==> config.mk <==
export PLATFORM = sky130hd
export DESIGN_NAME = hp_slot_ctrl
export DESIGN_NICKNAME = d
export VERILOG_FILES = /design/src/rtl/hp_slot_pkg.sv /design/src/rtl/hp_rst_sync.sv /design/src/rtl/hp_slot_regs.sv /design/src/rtl/hp_slot_notify.sv /design/src/rtl/hp_slot_ctrl.sv
export SDC_FILE = /design/constraint.sdc
export NUM_CORES = 1
export LEC_CHECK = 0
export ABC_AREA = 0
export BUFFER_PORTS_ARGS = -buffer_cell sky130_fd_sc_hd__buf_4
export CORE_MARGIN = 2
export CORE_UTILIZATION = 38
export CTS_BUF_LIST = sky130_fd_sc_hd__clkbuf_2 sky130_fd_sc_hd__clkbuf_4 sky130_fd_sc_hd__clkbuf_8
export DETAILED_ROUTE_END_ITERATION = 8
export GPL_ROUTABILITY_DRIVEN = 0
export PLACE_DENSITY = 0.79
export SKIP_CTS_REPAIR_TIMING = 1
export SYNTH_ARGS = -nofsm -noshare
export SYNTH_HDL_FRONTEND = slang
export SYNTH_SLANG_ARGS = --single-unit
==> constraint.sdc <==
create_clock -name clk -period 0.82 [get_ports clk]
set_input_delay 0.082 -clock clk [delete_from_list [all_inputs] [get_ports clk]]
set_output_delay 0.082 -clock clk [all_outputs]
set_load 0.005 [all_outputs]
==> src/rtl/hp_slot_pkg.sv <==
package hp_slot_pkg;

  localparam int NEV = 6;

  localparam int ST_ATTN  = 0;
  localparam int ST_PWRF  = 1;
  localparam int ST_LATCH = 2;
  localparam int ST_PCHG  = 3;
  localparam int ST_CMPL  = 4;
  localparam int ST_PRES  = 6;
  localparam int ST_LOCK  = 7;
  localparam int ST_LINK  = 8;

  localparam int CT_IRQEN = 5;
  localparam int CT_LOCK  = 11;
  localparam int CT_LINK  = 12;

  localparam logic [15:0] CTL_KEEP = 16'h17FF;
  localparam logic [15:0] STS_W1C  = 16'h011F;

  function automatic logic [NEV-1:0] sts_events(input logic [15:0] s);
    return {s[ST_LINK], s[ST_CMPL:ST_ATTN]};
  endfunction

  function automatic logic [NEV-1:0] ctl_enables(input logic [15:0] c);
    return {c[CT_LINK], c[4:0]};
  endfunction

endpackage

==> src/rtl/hp_rst_sync.sv <==
module hp_rst_sync (
  input  logic clk,
  input  logic rst_n,
  output logic rst_sync_n
);
  logic [1:0] sync_q;

  always_ff @(posedge clk or negedge rst_n) begin
    if (!rst_n) sync_q <= 2'b00;
    else        sync_q <= {sync_q[0], 1'b1};
  end

  assign rst_sync_n = sync_q[1];
endmodule

==> src/rtl/hp_slot_regs.sv <==
module hp_slot_regs
  import hp_slot_pkg::*;
(
  input  logic        clk,
  input  logic        rst_n,
  input  logic        ctl_wr,
  input  logic        sts_wr,
  input  logic [3:0]  wr_be,
  input  logic [31:0] wr_data,
  input  logic        ev_attn,
  input  logic        ev_pwr_fault,
  input  logic        ev_latch_chg,
  input  logic        ev_link_chg,
  input  logic        dev_coldplug,
  input  logic        dev_insert,
  input  logic        dev_remove,
  output logic [15:0] ctl_q,
  output logic [15:0] sts_q,
  output logic [15:0] ctl_nxt,
  output logic [15:0] sts_nxt
);
  logic [15:0] ctl_merged;
  logic [15:0] w1c_bits;
  logic        any_ev;
  logic        ctl_en;
  logic        sts_en;

  always_comb begin
    ctl_merged[7:0]  = wr_be[0] ? wr_data[7:0]  : ctl_q[7:0];
    ctl_merged[15:8] = wr_be[1] ? wr_data[15:8] : ctl_q[15:8];
    w1c_bits[7:0]    = wr_be[2] ? wr_data[23:16] : 8'h00;
    w1c_bits[15:8]   = wr_be[3] ? wr_data[31:24] : 8'h00;
    w1c_bits         = w1c_bits & STS_W1C;
  end

  always_comb begin
    ctl_nxt = ctl_q;
    sts_nxt = sts_q;
    // the write is applied first
    if (ctl_wr) begin
      ctl_nxt = ctl_merged & CTL_KEEP;
      if (wr_be[1] && wr_data[CT_LOCK]) sts_nxt[ST_LOCK] = ~sts_q[ST_LOCK];
    end
    if (sts_wr) sts_nxt = sts_nxt & ~w1c_bits;
    // then events set their bits on top of it
    if (ev_attn)      sts_nxt[ST_ATTN]  = 1'b1;
    if (ev_pwr_fault) sts_nxt[ST_PWRF]  = 1'b1;
    if (ev_latch_chg) sts_nxt[ST_LATCH] = 1'b1;
    if (ev_link_chg)  sts_nxt[ST_LINK]  = 1'b1;
    if (dev_coldplug) sts_nxt[ST_PRES]  = 1'b1;
    if (dev_insert) begin
      sts_nxt[ST_PRES] = 1'b1;
      sts_nxt[ST_PCHG] = 1'b1;
    end
    if (dev_remove) begin
      sts_nxt[ST_PRES] = 1'b0;
      sts_nxt[ST_PCHG] = 1'b1;
    end
    if (ctl_wr) sts_nxt[ST_CMPL] = 1'b1;
  end

  assign any_ev = ev_attn | ev_pwr_fault | ev_latch_chg | ev_link_chg |
                  dev_coldplug | dev_insert | dev_remove;
  assign ctl_en = ctl_wr;
  assign sts_en = ctl_wr | sts_wr | any_ev;

  always_ff @(posedge clk or negedge rst_n) begin
    if (!rst_n)      ctl_q <= 16'h0000;
    else if (ctl_en) ctl_q <= ctl_nxt;
  end

  always_ff @(posedge clk or negedge rst_n) begin
    if (!rst_n)      sts_q <= 16'h0000;
    else if (sts_en) sts_q <= sts_nxt;
  end

  // a control command always completes in the same step
  a_r7_cmd_done: assert property (@(posedge clk) disable iff (!rst_n)
    ctl_wr |=> sts_q[ST_CMPL]);

  // interlock request inverts the interlock status
  a_r8_lock_flip: assert property (@(posedge clk) disable iff (!rst_n)
    (ctl_wr && wr_be[1] && wr_data[CT_LOCK]) |=> (sts_q[ST_LOCK] != $past(sts_q[ST_LOCK])));

  // hot insertion reports presence and a presence change
  a_r9_insert: assert property (@(posedge clk) disable iff (!rst_n)
    (dev_insert && !dev_remove) |=> (sts_q[ST_PRES] && sts_q[ST_PCHG]));

  // nothing moves the status word without a write or an event
  a_r6_status_quiet: assert property (@(posedge clk) disable iff (!rst_n)
    (!ctl_wr && !sts_wr && !any_ev) |=> $stable(sts_q));
endmodule

==> src/rtl/hp_slot_notify.sv <==
module hp_slot_notify
  import hp_slot_pkg::*;
#(
  parameter logic [NEV-1:0] EV_MASK    = '1,
  parameter int             INTX_LINES = 4,
  localparam int            SEL_W      = (INTX_LINES > 1) ? $clog2(INTX_LINES) : 1
) (
  input  logic                  clk,
  input  logic                  rst_n,
  input  logic [15:0]           ctl_nxt,
  input  logic [15:0]           sts_nxt,
  input  logic                  msix_en,
  input  logic                  msi_en,
  input  logic [SEL_W-1:0]      intx_sel,
  input  logic                  msix_req_ready,
  input  logic                  msi_req_ready,
  output logic                  msix_req_valid,
  output logic                  msi_req_valid,
  output logic [INTX_LINES-1:0] intx_o
);
  logic cond_nxt;
  logic flag_q;
  logic change;
  logic msix_v_d;
  logic msi_v_d;
  logic intx_lvl;

  always_comb begin
    cond_nxt = ctl_nxt[CT_IRQEN] &&
               (|(sts_events(sts_nxt) & ctl_enables(ctl_nxt) & EV_MASK));
    change   = cond_nxt != flag_q;
    msix_v_d = (msix_req_valid && !msix_req_ready) || (change && msix_en);
    msi_v_d  = (msi_req_valid && !msi_req_ready) || (change && !msix_en && msi_en);
  end

  always_ff @(posedge clk or negedge rst_n) begin
    if (!rst_n)      flag_q <= 1'b0;
    else if (change) flag_q <= cond_nxt;
  end

  always_ff @(posedge clk or negedge rst_n) begin
    if (!rst_n) begin
      msix_req_valid <= 1'b0;
      msi_req_valid  <= 1'b0;
    end else begin
      msix_req_valid <= msix_v_d;
      msi_req_valid  <= msi_v_d;
    end
  end

  assign intx_lvl = flag_q && !msix_en && !msi_en;

  for (genvar i = 0; i < INTX_LINES; i++) begin : g_intx
    assign intx_o[i] = intx_lvl && (intx_sel == SEL_W'(i));
  end

  // a change seen under MSI-X raises its request
  a_r3_msix_on_change: assert property (@(posedge clk) disable iff (!rst_n)
    ((flag_q != $past(flag_q)) && $past(msix_en)) |-> msix_req_valid);

  // no request appears without a change of the stored condition
  a_r3_no_spurious: assert property (@(posedge clk) disable iff (!rst_n)
    ($rose(msix_req_valid) || $rose(msi_req_valid)) |-> (flag_q != $past(flag_q)));

  // a pending request waits for its ready
  a_r12_msix_hold: assert property (@(posedge clk) disable iff (!rst_n)
    (msix_req_valid && !msix_req_ready) |=> msix_req_valid);

  a_r12_msi_hold: assert property (@(posedge clk) disable iff (!rst_n)
    (msi_req_valid && !msi_req_ready) |=> msi_req_valid);

  // at most one legacy line is driven
  a_r2_one_line: assert property (@(posedge clk) disable iff (!rst_n)
    $onehot0(intx_o));
endmodule

==> src/rtl/hp_slot_ctrl.sv <==
module hp_slot_ctrl
  import hp_slot_pkg::*;
#(
  parameter int             ADDR_W     = 8,
  parameter logic [7:0]     SLOT_ADDR  = 8'h18,
  parameter logic [NEV-1:0] EV_MASK    = '1,
  parameter int             INTX_LINES = 4,
  localparam int            SEL_W      = (INTX_LINES > 1) ? $clog2(INTX_LINES) : 1
) (
  input  logic                  clk,
  input  logic                  rst_n,
  input  logic                  wr_en,
  input  logic [ADDR_W-1:0]     wr_addr,
  input  logic [3:0]            wr_be,
  input  logic [31:0]           wr_data,
  input  logic                  ev_attn,
  input  logic                  ev_pwr_fault,
  input  logic                  ev_latch_chg,
  input  logic                  ev_link_chg,
  input  logic                  dev_coldplug,
  input  logic                  dev_insert,
  input  logic                  dev_remove,
  input  logic                  msix_en,
  input  logic                  msi_en,
  input  logic [SEL_W-1:0]      intx_sel,
  output logic                  msix_req_valid,
  input  logic                  msix_req_ready,
  output logic                  msi_req_valid,
  input  logic                  msi_req_ready,
  output logic [INTX_LINES-1:0] intx_o,
  output logic [15:0]           slot_ctl,
  output logic [15:0]           slot_sts
);
  logic        rst_sync_n;
  logic        hit;
  logic        ctl_wr;
  logic        sts_wr;
  logic [15:0] ctl_nxt;
  logic [15:0] sts_nxt;

  hp_rst_sync u_rst (
    .clk        (clk),
    .rst_n      (rst_n),
    .rst_sync_n (rst_sync_n)
  );

  assign hit    = wr_en && (wr_addr == ADDR_W'(SLOT_ADDR));
  assign ctl_wr = hit && (|wr_be[1:0]);
  assign sts_wr = hit && (|wr_be[3:2]);

  hp_slot_regs u_regs (
    .clk          (clk),
    .rst_n        (rst_sync_n),
    .ctl_wr       (ctl_wr),
    .sts_wr       (sts_wr),
    .wr_be        (wr_be),
    .wr_data      (wr_data),
    .ev_attn      (ev_attn),
    .ev_pwr_fault (ev_pwr_fault),
    .ev_latch_chg (ev_latch_chg),
    .ev_link_chg  (ev_link_chg),
    .dev_coldplug (dev_coldplug),
    .dev_insert   (dev_insert),
    .dev_remove   (dev_remove),
    .ctl_q        (slot_ctl),
    .sts_q        (slot_sts),
    .ctl_nxt      (ctl_nxt),
    .sts_nxt      (sts_nxt)
  );

  hp_slot_notify #(
    .EV_MASK    (EV_MASK),
    .INTX_LINES (INTX_LINES)
  ) u_notify (
    .clk            (clk),
    .rst_n          (rst_sync_n),
    .ctl_nxt        (ctl_nxt),
    .sts_nxt        (sts_nxt),
    .msix_en        (msix_en),
    .msi_en         (msi_en),
    .intx_sel       (intx_sel),
    .msix_req_ready (msix_req_ready),
    .msi_req_ready  (msi_req_ready),
    .msix_req_valid (msix_req_valid),
    .msi_req_valid  (msi_req_valid),
    .intx_o         (intx_o)
  );

  // the interlock control bit never reads back as 1
  a_r8_lock_reads_zero: assert property (@(posedge clk) disable iff (!rst_sync_n)
    !slot_ctl[CT_LOCK]);
endmodule

==> results of run 1 <==
==> worst max path at each step <==
| stage | slack [ns] | endpoint | startpoint | depth (start not counted) |
|---|---|---|---|---|
| after floorplan | -0.81 | u_notify.flag_q | wr_addr[6] | 6 |
| after global placement | -0.93 | u_notify.flag_q | wr_addr[6] | 8 |
| after detailed placement | -0.96 | u_notify.flag_q | wr_addr[6] | 8 |
| after CTS | -0.64 | u_notify.msi_req_valid | u_regs.ctl_q[1] | 6 |
| after global routing | -0.73 | u_notify.msi_req_valid | wr_addr[6] | 8 |
| final | -0.65 | u_notify.msi_req_valid | wr_addr[6] | 8 |
==> per-layer routing <==
layer | vias up | routed length [um]
met4 | 0 | 57
met5 | - | 0
met1 | 625 | 1580
met2 | 51 | 2050
li1 | 657 | -
met3 | 7 | 281
==> report_power, final <==
part           internal [mW]  total (mW)  switching (mW)
Clock                  0.187       0.591           0.404
Sequential              1.27        1.30          0.0273
Combinational          0.343       0.553           0.209
==> flip-flops by register name (all words and copies together) (netlist names) <==
signal	cells
u_rst.sync_q	2
u_notify.flag_q	1
u_regs.ctl_q	12
u_notify.msix_req_valid	1
u_notify.msi_req_valid	1
u_regs.sts_q	8
==> cell type report <==
class | instances | share of cell area
flip-flops and latches | 25 | 0.247
repair buffers | 118 | 0.417
inverters | 13 | 0.0192
multi-input cells | 82 | 0.282
clock buffers | 3 | 0.00888
clock inverters | 1 | 0.00296
well taps | 46 | 0.0227
==> placed cells by master, fill, tap and decap left out, drive strengths merged, types with 2 or more instances in the layout <==
master and n:
o21ai 2, inv 13, dfrtp 25, and2 2, nor3b 2, o211ai 3
mux2 6, and4b 3, nor2b 2, o2111ai 2, buf 110, nand2 3
conb 13, clkbuf 3, or2 5, and4 3, dlygate4sd3 8, a41oi 3
nand4 5, a31oi 3, mux2i 3, nor2 8
==> worst max-delay path, stage by stage <==
cell	delay (ns)
buf_6	0.09
nor4b_4	0.30
buf_4	0.21
nand4_4	0.13
mux2i_2	0.28
o2111ai_2	0.17
or2_1	0.29
o211ai_1	0.18
==> cell usage after synthesis, types with 2 or more instances <==
library cell | instances | share of area
dfrtp_1 | 25 | 0.47
inv_1 | 13 | 0.036
buf_4 | 12 | 0.067
nor2_1 | 7 | 0.020
mux2_2 | 5 | 0.042
or2_1 | 5 | 0.023
nand4_1 | 4 | 0.019
a31oi_1 | 3 | 0.014
and4b_1 | 3 | 0.022
mux2i_1 | 3 | 0.022
nand2_1 | 3 | 0.0084
o211ai_1 | 3 | 0.017
a41oi_1 | 2 | 0.013
and4_1 | 2 | 0.013
conb_1 | 2 | 0.0056
nor2b_1 | 2 | 0.0093
nor3b_1 | 2 | 0.011
o2111ai_1 | 2 | 0.013
==> logic make-up (layout without fill, tap and decap cells) <==
group,after synthesis,in the layout,synth area share
and+or+nand+nor,38,38,0.199
buffers and inverters,27,135,0.116
DFF,25,25,0.466
AOI/OAI and AO/OA,21,21,0.131
muxes,9,9,0.0755
other,2,13,0.00559
xor gates and xnor gates,1,1,0.00652
==> per-stage QoR <==
stage | setup slack (ns) | std cells
floorplan | -0.812 | 134
global placement | -0.926 | 272
detailed placement | -0.959 | 272
CTS | -0.637 | 276
global route | -0.726 | 288
finish | -0.646 | 288
==> flow_summary_export.csv, run 1 <==
group,metric,value,unit
final_layout,num_antenna_cells,0,
logic_synthesis,ys.flop_type,"dfrtp_1",
logic_synthesis,post_synth_inst_count,123,
floorplan,rows,21,
critical_path,reg2reg_from,"u_regs.sts_q[4]",
drt,ant_nets,0,
sta,post-route-period-util,1.79,
floorplan,die_h,63.4,um
placement,io_buffers,72,
critical_path,rr_endpoint,"u_notify.msi_req_valid",
sta,hold_violations,4,
final_layout,final_util,0.754,
min_path,min_to,"u_regs.sts_q[3]",
sta,finalSetupTns,-10.99,ns
drt,viasPerCell,4.65,
cts,cts_tree,"built",
logic_synthesis,synthArstFlopShare,1.00,
grt,met1_usage,0.221,
floorplan,coreArea,3360,um^2
cts,ctsHtreeMaxLevel,1,
critical_path,path_class,"input pin to flop",
critical_path,cp-end-kind,"flop",
logic_synthesis,avgSynthCellArea,10.9,um^2
grt,grt_use_total,0.177,
logic_synthesis,synth_edf_count,0,
power_and_ir_drop,vdd_drop_max,771,uV
logic_synthesis,synthDistinctLibCells,43,
outcome,violations,"hold timing, setup timing",
floorplan,ios,98,
sta,setup_viol_count_final,47,
final_layout,regArea,626,um^2
sta,fin_hold_ws,-0.0438,ns
grt,met3_usage,0.0464,
critical_path,critPathRequiredTime,1.08,ns
placement,hpwlAfterDp,2.78,mm
critical_path,cp_max_fo,6,
flow_run,maxCapViolations,0,
final_layout,syn2layout_area_growth,88.8,%
cts,clock_tree.root_cell,"clkbuf_4",
sta,fmax,682,MHz
critical_path,rr_worst_depth,6,
grt,grt-busiest-layer,"met2",
drt,drc_errors,0,
sta,skew,0.00515,ns
cts,numCtsBuffers,3,
power_and_ir_drop,power.density,962,nW/um^2
critical_path,critPathLaunchType,"input pin",
floorplan,die_area,4020,um^2
critical_path,rrSetupSlack,-0.63,ns
final_layout,drive_gt1_frac,0.607,
sta,drv_slew,0,
drt,initialDrtViolationCount,12,
cts,clk_latency,0.33,ns
drt,dr.pass1.iters,3,
grt,gr-total-overflow,0,
logic_synthesis,syn_area,1340,um^2
grt,grt_pass1_vias,1350,
drt,wl_per_cell,13.8,um
min_path,hold_depth,3,
grt,met2_usage,0.295,
logic_synthesis,seq_area_frac_synth,0.466,
power_and_ir_drop,power_leakage,1.26,nW
sta,rsz0062_at_grt,"yes",
cts,clk_transition_reported_paths,0.15,ns
cts,clockBufferDepth,2,
outcome,status,"complete, but fails checks",
min_path,hp-class,"input pin to flop",
drt,vias,1340,
grt,grt_pass1_wl,5.63,mm
cts,clock_sinks,25,
final_layout,fin_area,2530,um^2
grt,grt_antenna_before_repair,0,
sta,fin_ws,-0.646,ns
min_path,min-delay-start,"dev_insert",
floorplan,initial_utilization,0.399,
placement,place_area,2180,um^2
final_layout,nets,303,
sta,layout_min_cycle_time,1.47,ns
power_and_ir_drop,fin_total_pwr,2.44,mW
logic_synthesis,yosysWarnings,0,
final_layout,multi_input_area,716,um^2
grt,grt_start_max_net_pins,16,
logic_synthesis,ys_seq_elements,25,
critical_path,crit_arrival,1.73,ns
floorplan,die_w,63.4,um
final_layout,n_fill_cell,222,
drt,routed_wl,3.96,mm
Power figures use the tool's default switching activity.
==> run 2: changes to the inputs <==
--- a/constraint.sdc
+++ b/constraint.sdc
@@ -3,2 +3,2 @@
 set_output_delay 0.082 -clock clk [all_outputs]
-set_load 0.005 [all_outputs]
+set_load 0.02 [all_outputs]
==> flow_summary_export.csv, run 2 (synthesis gave the netlist of run 1 again) <==
group,metric,value,unit
outcome,status,"complete, but fails checks",
outcome,violations,"hold timing, setup timing",
final_layout,fin_cells,287,
drt,viasPerCell,4.81,
placement,pre_cts_slack,-1.01,ns
sta,skew,0.00389,ns
final_layout,largest_register,"u_regs.ctl_q",
critical_path,critPathRequiredTime,1.08,ns
sta,fin_ws,-0.623,ns
critical_path,critPathLaunchType,"input pin",
placement,dp_cells,267,
min_path,hold_depth,2,
sta,fmax,693,MHz
drt,wl_per_cell,14.2,um
cts,clock_sinks,25,
final_layout,layout_commonest_cell,"buf_4",
final_layout,syn2layout_area_growth,89.8,%
critical_path,crit_arrival,1.70,ns
floorplan,initial_utilization,0.399,
drt,ant_nets,0,
floorplan,die_area,4020,um^2
cts,numCtsBuffers,3,
min_path,hp-class,"input pin to flop",
cts,clock_tree.root_cell,"clkbuf_4",
grt,grt_antenna_before_repair,0,
placement,hpwlAfterDp,2.84,mm
sta,rsz0062_at_grt,"yes",
cts,cts_tree,"built",
critical_path,rrSetupSlack,-0.62,ns
grt,grt_pass1_wl,5.39,mm
floorplan,rows,21,
grt,gr-total-overflow,0,
final_layout,largest_register_ffs,12,
sta,layout_min_cycle_time,1.44,ns
critical_path,rr_endpoint,"u_notify.msi_req_valid",
floorplan,die_h,63.4,um
drt,dr.pass1.iters,4,
sta,fin_hold_ws,-0.0256,ns
flow_run,maxCapViolations,0,
critical_path,cp-end-kind,"flop",
critical_path,path_class,"input pin to flop",
drt,drc_errors,0,
floorplan,ios,98,
final_layout,num_antenna_cells,0,
final_layout,nets,302,
critical_path,cp_max_fo,8,
cts,ctsHtreeMaxLevel,1,
sta,hold_violations,3,
min_path,min_to,"u_regs.sts_q[0]",
final_layout,final_cell_mix,"buf_4, buf_6, dfrtp_1, conb_1, inv_1",
sta,finalSetupTns,-10.90,ns
drt,vias,1380,
sta,post-route-period-util,1.76,
grt,grt_start_max_net_pins,16,
power_and_ir_drop,power.density,979,nW/um^2
power_and_ir_drop,vdd_drop_max,770,uV
power_and_ir_drop,power_leakage,1.26,nW
cts,clockBufferDepth,2,
floorplan,die_w,63.4,um
sta,setup_viol_count_final,46,
sta,drv_slew,0,
grt,grt_use_total,0.172,
cts,clk_latency,0.33,ns
final_layout,largestRegisters,"u_regs.ctl_q x12, u_regs.sts_q x8, u_rst.sync_q x2",
min_path,min-delay-start,"ev_attn",
placement,io_buffers,72,
grt,grt_pass1_vias,1218,
floorplan,coreArea,3360,um^2
drt,routed_wl,4.07,mm
drt,initialDrtViolationCount,44,
critical_path,reg2reg_from,"u_regs.sts_q[2]",
cts,clk_transition_reported_paths,0.14,ns
critical_path,rr_worst_depth,6,
final_layout,drive_gt1_frac,0.593,
[run 2: worst max path at each step]
stage	start	end	slack (ns)	cells after the start
2_1_floorplan	wr_addr[6]	u_notify.flag_q	-0.81	6
3_3_place_gp	wr_addr[6]	u_notify.flag_q	-0.95	8
3_5_place_dp	wr_addr[6]	u_notify.flag_q	-1.01	8
4_1_cts	wr_addr[6]	u_notify.flag_q	-0.66	8
5_1_grt	u_regs.sts_q[2]	u_notify.msi_req_valid	-0.70	6
6_report	wr_addr[6]	u_notify.msix_req_valid	-0.62	10
[run 2: final cells by class]
cell class	count	area, um^2
Clock buffer	3	22.5
Clock inverter	1	5.00
Fill cell	237	815
Inverter	13	48.8
Multi-Input combinational cell	82	711
Sequential cell	25	626
Tap cell	46	57.6
Timing Repair Buffer	117	1080
[run 2: layer usage]
| layer | global-route usage | share of wire | vias to the layer above |
|---|---|---|---|
| met2 | 0.305 | 0.55 | 62 |
| li1 | - | - | 652 |
| met4 | 0.0571 | 0.017 | 0 |
| met1 | 0.203 | 0.37 | 660 |
| met3 | 0.0393 | 0.057 | 6 |
| met5 | 0 | 0 | - |
[run 2: worst max-delay path, cell delays in order]
cell,delay (ns)
buf_6,0.09
nor4b_4,0.31
buf_6,0.18
nand4_4,0.11
buf_6,0.14
buf_6,0.12
mux2i_4,0.19
nor2_1,0.20
o211ai_1,0.16
o211ai_1,0.11
[run 2: report_power, final]
| part | internal [mW] | leakage [nW] | switching [mW] |
|---|---|---|---|
| clock | 0.183 | 0.0177 | 0.380 |
| sequential | 1.27 | 0.295 | 0.0265 |
| combinational | 0.352 | 0.951 | 0.284 |
[run 2: through the flow]
stage	total power [mW]	area [um^2]	util	hold slack (ns)
after CTS	2.40	2200	0.653	-0.498
after floorplan	1.55	1450	-	-0.214
after global placement	1.84	2170	0.645	-0.135
after global routing	2.60	2550	0.758	-0.0458
after detailed placement	1.85	2170	0.645	-0.135
final	2.49	2550	0.758	-0.0256
==> run 3: changes to the inputs <==
Settings changed: ABC_CLOCK_PERIOD_IN_PS from default to 820, CORE_MARGIN 2 to 5, CORE_UTILIZATION 38 to 36, CTS_BUF_LIST sky130_fd_sc_hd__clkbuf_2 sky130_fd_sc_hd__clkbuf_4 sky130_fd_sc_hd__clkbuf_8 to sky130_fd_sc_hd__clkbuf_16, PLACE_DENSITY 0.79 to 0.75.
==> flow_summary_export.csv, run 3 (synthesis gave the netlist of run 1 again) <==
group,metric,value,unit
outcome,status,"complete, but fails checks",
outcome,violations,"setup timing",
sta,fmax,634,MHz
floorplan,die_h,71.1,um
final_layout,final_util,0.699,
drt,viasPerCell,4.73,
final_layout,syn2layout_area_growth,89.1,%
sta,skew,0.00146,ns
drt,wl_per_cell,14.7,um
final_layout,largestRegisters,"u_regs.ctl_q x12, u_regs.sts_q x8, u_rst.sync_q x2",
drt,vias,1323,
sta,layout_min_cycle_time,1.58,ns
min_path,hp-class,"input pin to flop",
drt,drc_errors,0,
sta,setup_viol_count_final,47,
floorplan,coreArea,3630,um^2
cts,clk_latency,0.25,ns
critical_path,path_class,"input pin to flop",
critical_path,cp-end-kind,"flop",
drt,ant_nets,0,
critical_path,slowest_delay,0.35,ns
critical_path,cp_max_fo,8,
grt,grt_use_total,0.145,
power_and_ir_drop,power.density,1160,nW/um^2
final_layout,n_fill_cell,264,
power_and_ir_drop,power_leakage,1.26,nW
sta,hold_violations,0,
cts,clk_transition_reported_paths,0.06,ns
grt,grt_antenna_before_repair,0,
final_layout,layout_commonest_cell,"buf_4",
floorplan,initial_utilization,0.369,
cts,clock_tree.root_cell,"clkbuf_16",
final_layout,final_cell_mix,"buf_4, buf_6, dfrtp_1, inv_1, conb_1",
placement,hpwlAfterDp,3.08,mm
cts,clock_sinks,25,
sta,post-route-period-util,1.92,
grt,grt_start_max_net_pins,24,
critical_path,critPathLaunchType,"input pin",
final_layout,nets,293,
flow_run,maxCapViolations,0,
sta,rsz0062_at_grt,"yes",
critical_path,crit_chain,"buf_6 > nor4b_4 > buf_12 > nand4_1 > a211oi_2 > o2111ai_2 > or2_1 > o211ai_1",
placement,io_buffers,72,
sta,fin_ws,-0.758,ns
drt,initialDrtViolationCount,58,
final_layout,largest_register,"u_regs.ctl_q",
floorplan,rows,22,
grt,grt_pass1_wl,5.95,mm
drt,dr.pass1.iters,4,
sta,fin_hold_ws,0.0510,ns
cts,numCtsBuffers,3,
grt,grt_pass1_vias,1234,
power_and_ir_drop,fin_total_pwr,2.94,mW
final_layout,num_antenna_cells,0,
final_layout,largest_register_ffs,12,
cts,clockBufferDepth,2,
floorplan,die_w,71.1,um
cts,cts_tree,"built",
cts,ctsHtreeMaxLevel,1,
power_and_ir_drop,vdd_drop_max,1280,uV
final_layout,drive_gt1_frac,0.603,
grt,gr-total-overflow,0,
min_path,hold_depth,3,
drt,routed_wl,4.11,mm
critical_path,critPathRequiredTime,0.99,ns
floorplan,ios,98,
sta,drv_slew,0,
critical_path,rr_worst_depth,6,
critical_path,crit_arrival,1.75,ns
floorplan,die_area,5050,um^2
critical_path,critPathSlowestCell,"a211oi_2",
## run 3: area by class of cell
cell class,instances,area [um^2],area share
clock buffer,3,75.1,0.0296
sequential,25,626,0.246
timing repair buffer,108,1000,0.395
clock inverter,1,3.75,0.00148
tap,48,60.1,0.0237
multi-input combinational,82,722,0.284
inverter,13,48.8,0.0192
## run 3: per-stage QoR
| stage | setup WS (ns) | cell area (um^2) | instances | TNS (ns) |
|---|---|---|---|---|
| floorplan | -0.812 | 1450 | 134 | -8.15 |
| global placement | -0.986 | 2160 | 264 | -11.72 |
| detailed placement | -1.01 | 2160 | 264 | -12.10 |
| CTS | -0.749 | 2240 | 268 | -10.03 |
| global route | -0.850 | 2540 | 280 | -12.83 |
| finish | -0.758 | 2540 | 280 | -10.42 |
## run 3: final timing paths
check	startpoint	slack (ns)	end
min in group asynchronous	rst_n	0.15	u_rst.sync_q[1]
max	wr_addr[5]	-0.76	u_notify.msi_req_valid
min reg2reg	u_rst.sync_q[1]	0.21	u_notify.msi_req_valid
max reg2reg	u_regs.ctl_q[1]	-0.65	u_notify.msi_req_valid
max in group asynchronous	u_rst.sync_q[1]	0.48	u_regs.ctl_q[0]
min	dev_remove	0.05	u_regs.sts_q[3]
## run 3: report_power, final
| group | switching, mW | internal (mW) | leakage (nW) |
|---|---|---|---|
| sequential | 0.0269 | 1.27 | 0.295 |
| combinational | 0.279 | 0.334 | 0.926 |
| clock | 0.382 | 0.650 | 0.0423 |
## run 3: critical path: cells and delay by family
family | cells | cell delay [ns]
compound gates | 3 | 0.73
simple gates | 3 | 0.68
buf+inv | 2 | 0.26
## run 3: routing by layer
metal  track usage  part of all wire
met5             0                 0
met4        0.0376             0.029
met3        0.0398             0.069
met2         0.245              0.51
met1         0.183              0.39
